`config.mk`:
```
export PLATFORM = sky130hd
export DESIGN_NAME = rxd_ring_writer
export DESIGN_NICKNAME = d
export VERILOG_FILES = /design/src/rtl/rxd_pkg.sv /design/src/rtl/rxd_desc_addr.sv /design/src/rtl/rxd_byte_path.sv /design/src/rtl/rxd_status_pack.sv /design/src/rtl/rxd_ring_writer.sv
export SDC_FILE = /design/constraint.sdc
export NUM_CORES = 1
export LEC_CHECK = 0
export BUFFER_PORTS_ARGS = -buffer_cell sky130_fd_sc_hd__clkbuf_2
export CAP_MARGIN = 20
export CORE_ASPECT_RATIO = 1.5
export CORE_MARGIN = 2
export CORE_UTILIZATION = 49
export CTS_CLUSTER_SIZE = 25
export DETAILED_ROUTE_END_ITERATION = 10
export GPL_TIMING_DRIVEN = 0
export MAX_ROUTING_LAYER = met4
export PLACE_DENSITY = 0.89
export SLEW_MARGIN = 0
export SYNTH_ARGS = -nofsm -noshare
export SYNTH_HDL_FRONTEND = slang
export SYNTH_SLANG_ARGS = --single-unit
```
`constraint.sdc`:
```
create_clock -name clk_i -period 4.6 [get_ports clk_i]
set_input_delay 0.92 -clock clk_i [delete_from_list [all_inputs] [get_ports clk_i]]
set_output_delay 0.92 -clock clk_i [all_outputs]
set_load 0.01 [all_outputs]
```
`src/rtl/rxd_pkg.sv`:
```
package rxd_pkg;

    typedef enum logic [2:0] {
        ST_FETCH,   // read status word of current descriptor
        ST_STAT,    // status word on read bus, decide
        ST_BUFA,    // buffer address on read bus
        ST_RECV,    // descriptor held, storing bytes
        ST_DROP,    // discarding a frame with no descriptor
        ST_WBACK    // write status word back
    } rxd_state_e;

    localparam int OWN_BIT  = 31;
    localparam int EOR_BIT  = 30;
    localparam int LONG_BIT = 22;
    localparam int SUM_BIT  = 21;
    localparam int RUNT_BIT = 20;
    localparam int FCS_BIT  = 19;

    localparam int EVT_OK     = 0;
    localparam int EVT_ERR    = 1;
    localparam int EVT_NODESC = 4;

endpackage

```
`src/rtl/rxd_desc_addr.sv`:
```
module rxd_desc_addr #(
    parameter int ADDR_W = 32,
    parameter int IDX_W  = 8
) (
    input  logic [ADDR_W-1:0] base_i,
    input  logic [IDX_W-1:0]  idx_i,
    output logic [ADDR_W-1:0] stat_addr_o,
    output logic [ADDR_W-1:0] bufp_addr_o
);
    localparam int DESC_SHIFT = 4;
    localparam logic [ADDR_W-1:0] BUFP_OFS = ADDR_W'(8);

    logic [ADDR_W-1:0] ofs;

    always_comb begin
        ofs         = {{(ADDR_W-IDX_W-DESC_SHIFT){1'b0}}, idx_i, {DESC_SHIFT{1'b0}}};
        stat_addr_o = base_i + ofs;
        bufp_addr_o = base_i + ofs + BUFP_OFS;
    end
endmodule

```
`src/rtl/rxd_byte_path.sv`:
```
module rxd_byte_path #(
    parameter int ADDR_W = 32,
    parameter int LEN_W  = 13
) (
    input  logic              active_i,
    input  logic              valid_i,
    input  logic [7:0]        data_i,
    input  logic [LEN_W:0]    cnt_i,
    input  logic [LEN_W:0]    lim_i,
    input  logic [ADDR_W-1:0] base_i,
    output logic              we_o,
    output logic [ADDR_W-1:0] addr_o,
    output logic [7:0]        data_o,
    output logic              store_o,
    output logic              over_o
);
    logic room;

    always_comb begin
        room    = (cnt_i < lim_i);
        store_o = active_i && valid_i && room;
        over_o  = active_i && valid_i && !room;
        we_o    = store_o;
        addr_o  = base_i + {{(ADDR_W-LEN_W-1){1'b0}}, cnt_i};
        data_o  = data_i;
    end
endmodule

```
`src/rtl/rxd_status_pack.sv`:
```
module rxd_status_pack #(
    parameter int LEN_W = 13
) (
    input  logic             eor_i,
    input  logic             long_i,
    input  logic             fcs_i,
    input  logic             runt_i,
    input  logic [LEN_W-1:0] len_i,
    output logic [31:0]      word_o
);
    import rxd_pkg::*;

    always_comb begin
        word_o                = '0;
        word_o[OWN_BIT]       = 1'b0;
        word_o[EOR_BIT]       = eor_i;
        word_o[LONG_BIT]      = long_i;
        word_o[SUM_BIT]       = long_i | fcs_i | runt_i;
        word_o[RUNT_BIT]      = runt_i;
        word_o[FCS_BIT]       = fcs_i;
        word_o[LEN_W-1:0]     = len_i;
    end
endmodule

```
`src/rtl/rxd_ring_writer.sv`:
```
module rxd_ring_writer #(
    parameter int ADDR_W    = 32,
    parameter int IDX_W     = 8,
    parameter int LEN_W     = 13,
    parameter int MAX_FRAME = 2048,
    parameter int CNT_W     = 16
) (
    input  logic              clk_i,
    input  logic              rst_ni,
    input  logic [ADDR_W-1:0] ring_base_i,
    input  logic              rx_valid_i,
    input  logic [7:0]        rx_data_i,
    input  logic              rx_last_i,
    input  logic [1:0]        rx_flags_i,
    output logic              desc_req_o,
    output logic              desc_we_o,
    output logic [ADDR_W-1:0] desc_addr_o,
    output logic [31:0]       desc_wdata_o,
    input  logic [31:0]       desc_rdata_i,
    output logic              buf_we_o,
    output logic [ADDR_W-1:0] buf_addr_o,
    output logic [7:0]        buf_data_o,
    output logic [7:0]        irq_evt_o,
    output logic [CNT_W-1:0]  miss_cnt_o
);
    import rxd_pkg::*;

    localparam logic [LEN_W:0] MAX_L = MAX_FRAME[LEN_W:0];

    typedef struct packed {
        rxd_state_e        st;
        logic [IDX_W-1:0]  idx;
        logic [ADDR_W-1:0] base;
        logic [LEN_W:0]    lim;
        logic [LEN_W:0]    cnt;
        logic              eor;
        logic              long_f;
        logic              fcs;
        logic              runt;
        logic [CNT_W-1:0]  miss;
    } regs_t;

    regs_t q, d;

    logic [ADDR_W-1:0] stat_addr, bufp_addr;
    logic              st_we, st_store, st_over;
    logic [31:0]       wb_word;
    logic [LEN_W:0]    size_fld;
    logic              blocked;
    logic              rdata_unused;

    assign rdata_unused = ^desc_rdata_i[EOR_BIT-1:LEN_W];

    rxd_desc_addr #(.ADDR_W(ADDR_W), .IDX_W(IDX_W)) addr_i (
        .base_i      (ring_base_i),
        .idx_i       (q.idx),
        .stat_addr_o (stat_addr),
        .bufp_addr_o (bufp_addr)
    );

    rxd_byte_path #(.ADDR_W(ADDR_W), .LEN_W(LEN_W)) bytes_i (
        .active_i (q.st == ST_RECV),
        .valid_i  (rx_valid_i),
        .data_i   (rx_data_i),
        .cnt_i    (q.cnt),
        .lim_i    (q.lim),
        .base_i   (q.base),
        .we_o     (st_we),
        .addr_o   (buf_addr_o),
        .data_o   (buf_data_o),
        .store_o  (st_store),
        .over_o   (st_over)
    );

    rxd_status_pack #(.LEN_W(LEN_W)) pack_i (
        .eor_i  (q.eor),
        .long_i (q.long_f),
        .fcs_i  (q.fcs),
        .runt_i (q.runt),
        .len_i  (q.cnt[LEN_W-1:0]),
        .word_o (wb_word)
    );

    always_comb begin
        d          = q;
        desc_req_o = 1'b0;
        desc_we_o  = 1'b0;
        desc_addr_o = stat_addr;
        irq_evt_o  = '0;
        size_fld   = {1'b0, desc_rdata_i[LEN_W-1:0]};
        blocked    = rx_valid_i &&
                     (q.st == ST_FETCH || q.st == ST_STAT || q.st == ST_BUFA);

        if (blocked) begin
            irq_evt_o[EVT_NODESC] = 1'b1;
            d.miss = q.miss + 1'b1;
            d.st   = rx_last_i ? ST_FETCH : ST_DROP;
        end else begin
            unique case (q.st)
                ST_FETCH: begin
                    desc_req_o = 1'b1;
                    d.st       = ST_STAT;
                end
                ST_STAT: begin
                    if (desc_rdata_i[OWN_BIT]) begin
                        d.eor       = desc_rdata_i[EOR_BIT];
                        d.lim       = (size_fld > MAX_L) ? MAX_L : size_fld;
                        desc_req_o  = 1'b1;
                        desc_addr_o = bufp_addr;
                        d.st        = ST_BUFA;
                    end else begin
                        d.st = ST_FETCH;
                    end
                end
                ST_BUFA: begin
                    d.base   = desc_rdata_i[ADDR_W-1:0];
                    d.cnt    = '0;
                    d.long_f = 1'b0;
                    d.fcs    = 1'b0;
                    d.runt   = 1'b0;
                    d.st     = ST_RECV;
                end
                ST_RECV: begin
                    if (st_store) d.cnt = q.cnt + 1'b1;
                    if (st_over)  d.long_f = 1'b1;
                    if (rx_valid_i && rx_last_i) begin
                        d.fcs  = rx_flags_i[0];
                        d.runt = rx_flags_i[1];
                        d.st   = ST_WBACK;
                    end
                end
                ST_DROP: begin
                    if (rx_valid_i && rx_last_i) d.st = ST_FETCH;
                end
                ST_WBACK: begin
                    desc_req_o = 1'b1;
                    desc_we_o  = 1'b1;
                    if (wb_word[SUM_BIT]) irq_evt_o[EVT_ERR] = 1'b1;
                    else                  irq_evt_o[EVT_OK]  = 1'b1;
                    d.idx = q.eor ? '0 : q.idx + 1'b1;
                    d.st  = ST_FETCH;
                end
                default: d.st = ST_FETCH;
            endcase
        end
    end

    assign desc_wdata_o = wb_word;
    assign buf_we_o     = st_we;
    assign miss_cnt_o   = q.miss;

    always_ff @(posedge clk_i) begin
        if (!rst_ni) begin
            q.st     <= ST_FETCH;
            q.idx    <= '0;
            q.base   <= '0;
            q.lim    <= '0;
            q.cnt    <= '0;
            q.eor    <= 1'b0;
            q.long_f <= 1'b0;
            q.fcs    <= 1'b0;
            q.runt   <= 1'b0;
            q.miss   <= '0;
        end else begin
            q <= d;
        end
    end
endmodule

```
# [After elaboration in Yosys (flattened, before gate mapping)]
# Cells that the tools add are included.
[classes] add_sub_neg=6 n_lt_le_gt_ge=2 n_eq_ne=10 muxes=26 n_bitwise=3 n_reduce_logical=18
[ops] operator="$mux 32" n=3
[ops] operator="$add 32x12->32" n=1
[ops] operator="$add 32x14->32" n=1
[ops] operator="$add 32x4->32 const B" n=1
[ops] operator="$pmux 14 s2" n=1
[ops] operator="$add 16x1->16 const B" n=1
[ops] operator="$pmux 3 s5" n=1
[ops] operator="$add 14x1->14 const B" n=1
[ops] operator="$lt 14x14->1" n=1
[ops] operator="$mux 14" n=1
[ops] operator="$gt 13x12->1 const B" n=1
[ops] operator="$mux 13" n=1
[ops] operator="$mux 3" n=4
[ops] operator="$reduce_and 3->1" n=4
[ops] operator="$add 8x1->8 const B" n=1
[ops] operator="$mux 1" n=8
[ops] operator="$mux 2" n=4
[ops] operator="$mux 8" n=1
[ops] operator="$eq 3x2->1 const B" n=2
[ops] operator="$eq 3x3->1 const B" n=2
[ops] operator="$ne 2x2->1 const B" n=3
[ops] operator="$ne 3x3->1 const B" n=2
[ops] operator="$pmux 3 s2" n=1
[ops] operator="$reduce_and 2->1" n=3
[ops] operator="10 further kinds" n=16
[word_totals] register_bits=91 in_bits=78

# [Longest topological paths before layout]
[logic_depth] word_depth=6 depth_mapped=12 ltp_nobuf=11

# [Modules after synthesis]
# From an unflattened synthesis, not the netlist that was laid out.
[hier_totals] cells_unflattened=1052 hier_area_um2=7807.5
[by_module_without_submodules] mod="rxd_ring_writer" instances=1 cells_per_inst=570 area_per_inst_um2=4282.9
[by_module_without_submodules] mod="rxd_desc_addr" instances=1 cells_per_inst=242 area_per_inst_um2=1789.2
[by_module_without_submodules] mod="rxd_byte_path" instances=1 cells_per_inst=207 area_per_inst_um2=1492.7
[by_module_without_submodules] mod="rxd_status_pack" instances=1 cells_per_inst=33 area_per_inst_um2=242.7

# [Worst setup path before layout]
# OpenSTA, ideal clock, no wires.
[synth_path] path_kind="input to output" start="input ring_base_i[4]" end="output desc_addr_o[30]" arrival_time_ns=3.684 setup_slack_ns=-0.004 stages=10 path_cell_list="ha_1 -> fa_1 -> a211oi_4 -> o21ai_2 -> o21a_1 -> a2bb2oi_2 -> nor4b_4 -> o2111ai_4 -> or4b_4 -> xnor2_2"
[synth_via] elab_chain_len=5
[synth_lines] element="start, declared" line="rxd_ring_writer.sv:10" rtl="input logic [ADDR_W-1:0] ring_base_i,"
[synth_lines] element="$add 32x12->32 *" line="rxd_desc_addr.sv:17, rxd_desc_addr.sv:18"
[synth_lines] element="$add 32x4->32" line="rxd_desc_addr.sv:18" rtl="bufp_addr_o = base_i + ofs + BUFP_OFS;"
[synth_lines] element="$mux 32" line="rxd_ring_writer.sv:105" rtl="if (desc_rdata_i[OWN_BIT]) begin"
[synth_lines] element="$mux 32" line="rxd_ring_writer.sv:99" rtl="unique case (q.st)"
[synth_lines] element="$mux 32 *" line="rxd_ring_writer.sv:94" rtl="if (blocked) begin"
[synth_lines] element="end, declared" line="rxd_ring_writer.sv:17" rtl="output logic [ADDR_W-1:0] desc_addr_o,"
# Mark *: on every way between the ends. The rest lies on a longest branch, timed or not.

# [Worst setup path after layout]
# Same ends and word-level chain as after synthesis.

==> flow_metrics.tcl <==
set metrics [dict create \
    cts_buffers 9 \
    power_w 0.00190 \
    hold_path.startpoint "q[54]$_SDFFE_PN0P_" \
    synth_cell_types 93 \
    cts_sinks 90 \
    antenna_found_initial 0 \
    worstRegToRegCells 11 \
    clk_latency_ps 350 \
    hold_path_class "flop to flop" \
    port_buffers 172 \
    gr-total-overflow 0 \
    die_y_um 156 \
    grt_max_degree 19 \
    fin_crit_ps 4920 \
    grt_use_total_pct 26.7 \
    power_density_mw_per_mm2 196 \
    critPathMaxStageDelay_ps 560 \
    yosysMostFrequentCell "nand2_1" \
    relSlewSlack_pct 46.1 \
    nNetsFinal 1318 \
    dieArea_mm2 0.0165 \
    drive_above_1_share_pct 31.3 \
    slowest_stage "or4b_4" \
    critPathLaunchType "primary input" \
    syn_to_final_growth_pct 28.1 \
    coreArea_mm2 0.0151 \
    die_w_um 105 \
    grt_pass1_wl_um 35000 \
    synth_edf_count 0 \
    clockRootBuffer "clkbuf_16" \
    drt_first_pass_iters 5 \
    period_share_pct 107 \
    grt_pass1_vias 7375 \
    htreeDepth 3 \
    end_kind "output port" \
    setup_viol 13 \
    detail_route.wl_per_cell_um 16.2 \
    syn-cell-area_mm2 0.00757 \
    yosysWarnings 0 \
    cts_tree "done" \
    rr_endpoint "q[32]$_SDFFE_PN0P_" \
    reg2reg_from "q[32]$_SDFFE_PN0P_" \
    worst_slew_pin_slew_ps 803 \
    hpwlAfterDp_um 17300 \
    gp_congestion 0.920 \
    max-cap-violations 0 \
    yosysSeqAreaShare_pct 23.8 \
    worstPathRequired_ps 3680 \
    rsz0062_at_grt "true" \
    synth_top_area_share_pct 23.8 \
    hold_ws_ps 474 \
    rrSetupSlack_ps 1600 \
    num_rows 55 \
    hold_viol_final 0 \
    total_leakage_power_nw 4.14 \
    synth-main-ff-cell "dfxtp_1" \
    final_max_slew_viol_count 0 \
    drcViolationCount 0 \
    crit_path_max_fanout 7 \
    syn_inst 964 \
    clk_pin_slew_ps 70 \
    whs_path_depth 2 \
    initial_core_util_pct 50.2 \
    fillers 1278 \
    timing.fmax_ghz 0.203 \
    dr_total_vias 7899 \
    cts-hold-fix-buffers 0 \
    avgSynthCellArea_um2 7.85 \
    cts_buffer_depth 2 \
    wirelength_um 22800 \
    ys_top_cells_by_count "nand2_1, dfxtp_1, buf_4, xnor2_1, nor2_1" \
    ant_nets 0 \
    path_cells "buf_8 > ha_4 > fa_2 > a211oi_4 > nor2_4 > o21ai_4 > buf_6 > nand4_1 > nand3_4 > o2111ai_4 > or4b_4 > xnor2_2 > buf_2" \
    critical_path_class "primary input to output port" \
    fin_ws_ps -319 \
    synthArstFlopShare_pct 0 \
    violations "setup timing" \
    antenna_cells 0 \
    via_per_inst 5.63 \
    worst_clock_skew_ps 9.54 \
    status "finished with violations" \
    hold_end "q[54]$_SDFFE_PN0P_" \
    peakVddDrop_v 0.000203 \
    ios 209 \
    synth_seq_cells 90 \
    yosys-top-cells-area "dfxtp_1, xnor2_1, nand2_1" \
    cp.arrival_ps 4000 \
    post-synth-top-area-cell "dfxtp_1" \
    drtIter0Drc 533 \
]
==> layout make-up <==
class / count / area, µm² / share of cell area (%)
Multi-Input combinational cell: 751 / 5370 / 55.4
Sequential cell: 90 / 1800 / 18.6
Timing Repair Buffer: 207 / 1160 / 11.9
Buffer: 105 / 673 / 6.94
Tap cell: 199 / 249 / 2.57
Clock buffer: 9 / 225 / 2.32
Inverter: 36 / 135 / 1.39
Clock inverter: 7 / 87.6 / 0.903
==> power by group <==
group	switching [W]	total, W	internal (W)
registers	0.00000740	0.000793	0.000786
clock network	0.000356	0.000793	0.000437
logic	0.000176	0.000311	0.000135
==> layer usage <==
layer  vias to the layer above  track usage [%]  routed length (µm)
met5                         -                -                   0
met4                         0             11.9                1040
met3                        88             5.08                1570
li1                       3803                -                   -
met2                       344             49.0               11800
met1                      3664             27.2                8330
==> worst max path at each step <==
stage                           end           start  cells past startpoint  slack [ps]
global placement    desc_addr_o[30]  ring_base_i[4]                     13        -510
detailed placement  desc_addr_o[30]  ring_base_i[4]                     13        -530
CTS                 desc_addr_o[30]  ring_base_i[4]                     12        -250
global route        desc_addr_o[30]  ring_base_i[4]                     13        -400
finish              desc_addr_o[30]  ring_base_i[4]                     13        -320
floorplan           desc_addr_o[30]  ring_base_i[4]                     10          30
==> registers in the layout (all words and copies together) (netlist names) <==
| signal | count |
|---|---|
| q | 74 |
| miss_cnt_o | 16 |
==> stage by stage <==
step                      instances  util (%)  setup WS [ps]  TNS (ps)  cell area, µm²
after CTS                      1384      62.3           -249     -1340            9380
after global routing           1404      64.4           -399     -3600            9700
after global placement         1353      58.1           -512     -5450            8750
after floorplan                 982         -           31.0         0            7640
final                          1404      64.4           -319     -2040            9700
after detailed placement       1353      58.1           -528     -5630            8750
==> worst max-delay path: cells and delay by family <==
family / cells / cell delay [ps]
AOI/OAI and AO/OA: 3 / 880
xor gates and xnor gates: 1 / 140
adders and majority gates: 2 / 570
buffers and inverters: 3 / 430
and+or+nand+nor: 4 / 1050
==> cells by family (layout without fill, tap and decap cells) <==
family / count (synthesis) / count (layout) / share of synthesized area (%)
AND/OR/NAND/NOR: 378 / 378 / 26.1
flip-flops: 90 / 90 / 23.8
other: 1 / 19 / 0.0495
multiplexers: 2 / 2 / 0.264
buffers and inverters: 141 / 364 / 10.6
AO/OA/AOI/OAI: 225 / 225 / 22.1
XOR/XNOR: 87 / 87 / 10.2
adder cells (fa/ha/maj): 40 / 40 / 6.81
==> placed cells by master (no fill, tap or decap), types with 19 or more instances in the layout <==
master,instances
dfxtp_1,90
ha_1,36
conb_1,19
and2_1,19
a21boi_0,40
nand3_1,25
clkbuf_2,159
inv_1,35
xnor2_1,59
a21oi_1,30
xor2_1,24
nand2_1,133
clkbuf_1,25
nor2_1,54
buf_4,92
o21ai_0,26
and3_1,19
buf_2,22
==> what timing repair did <==
item,in CTS,in global routing
resized for setup,35,50
pin swaps,19,24
gates cloned,0,0
endpoints found under the setup margin,18,27
buffers inserted,15,19
(Power assumes the default switching activity.)
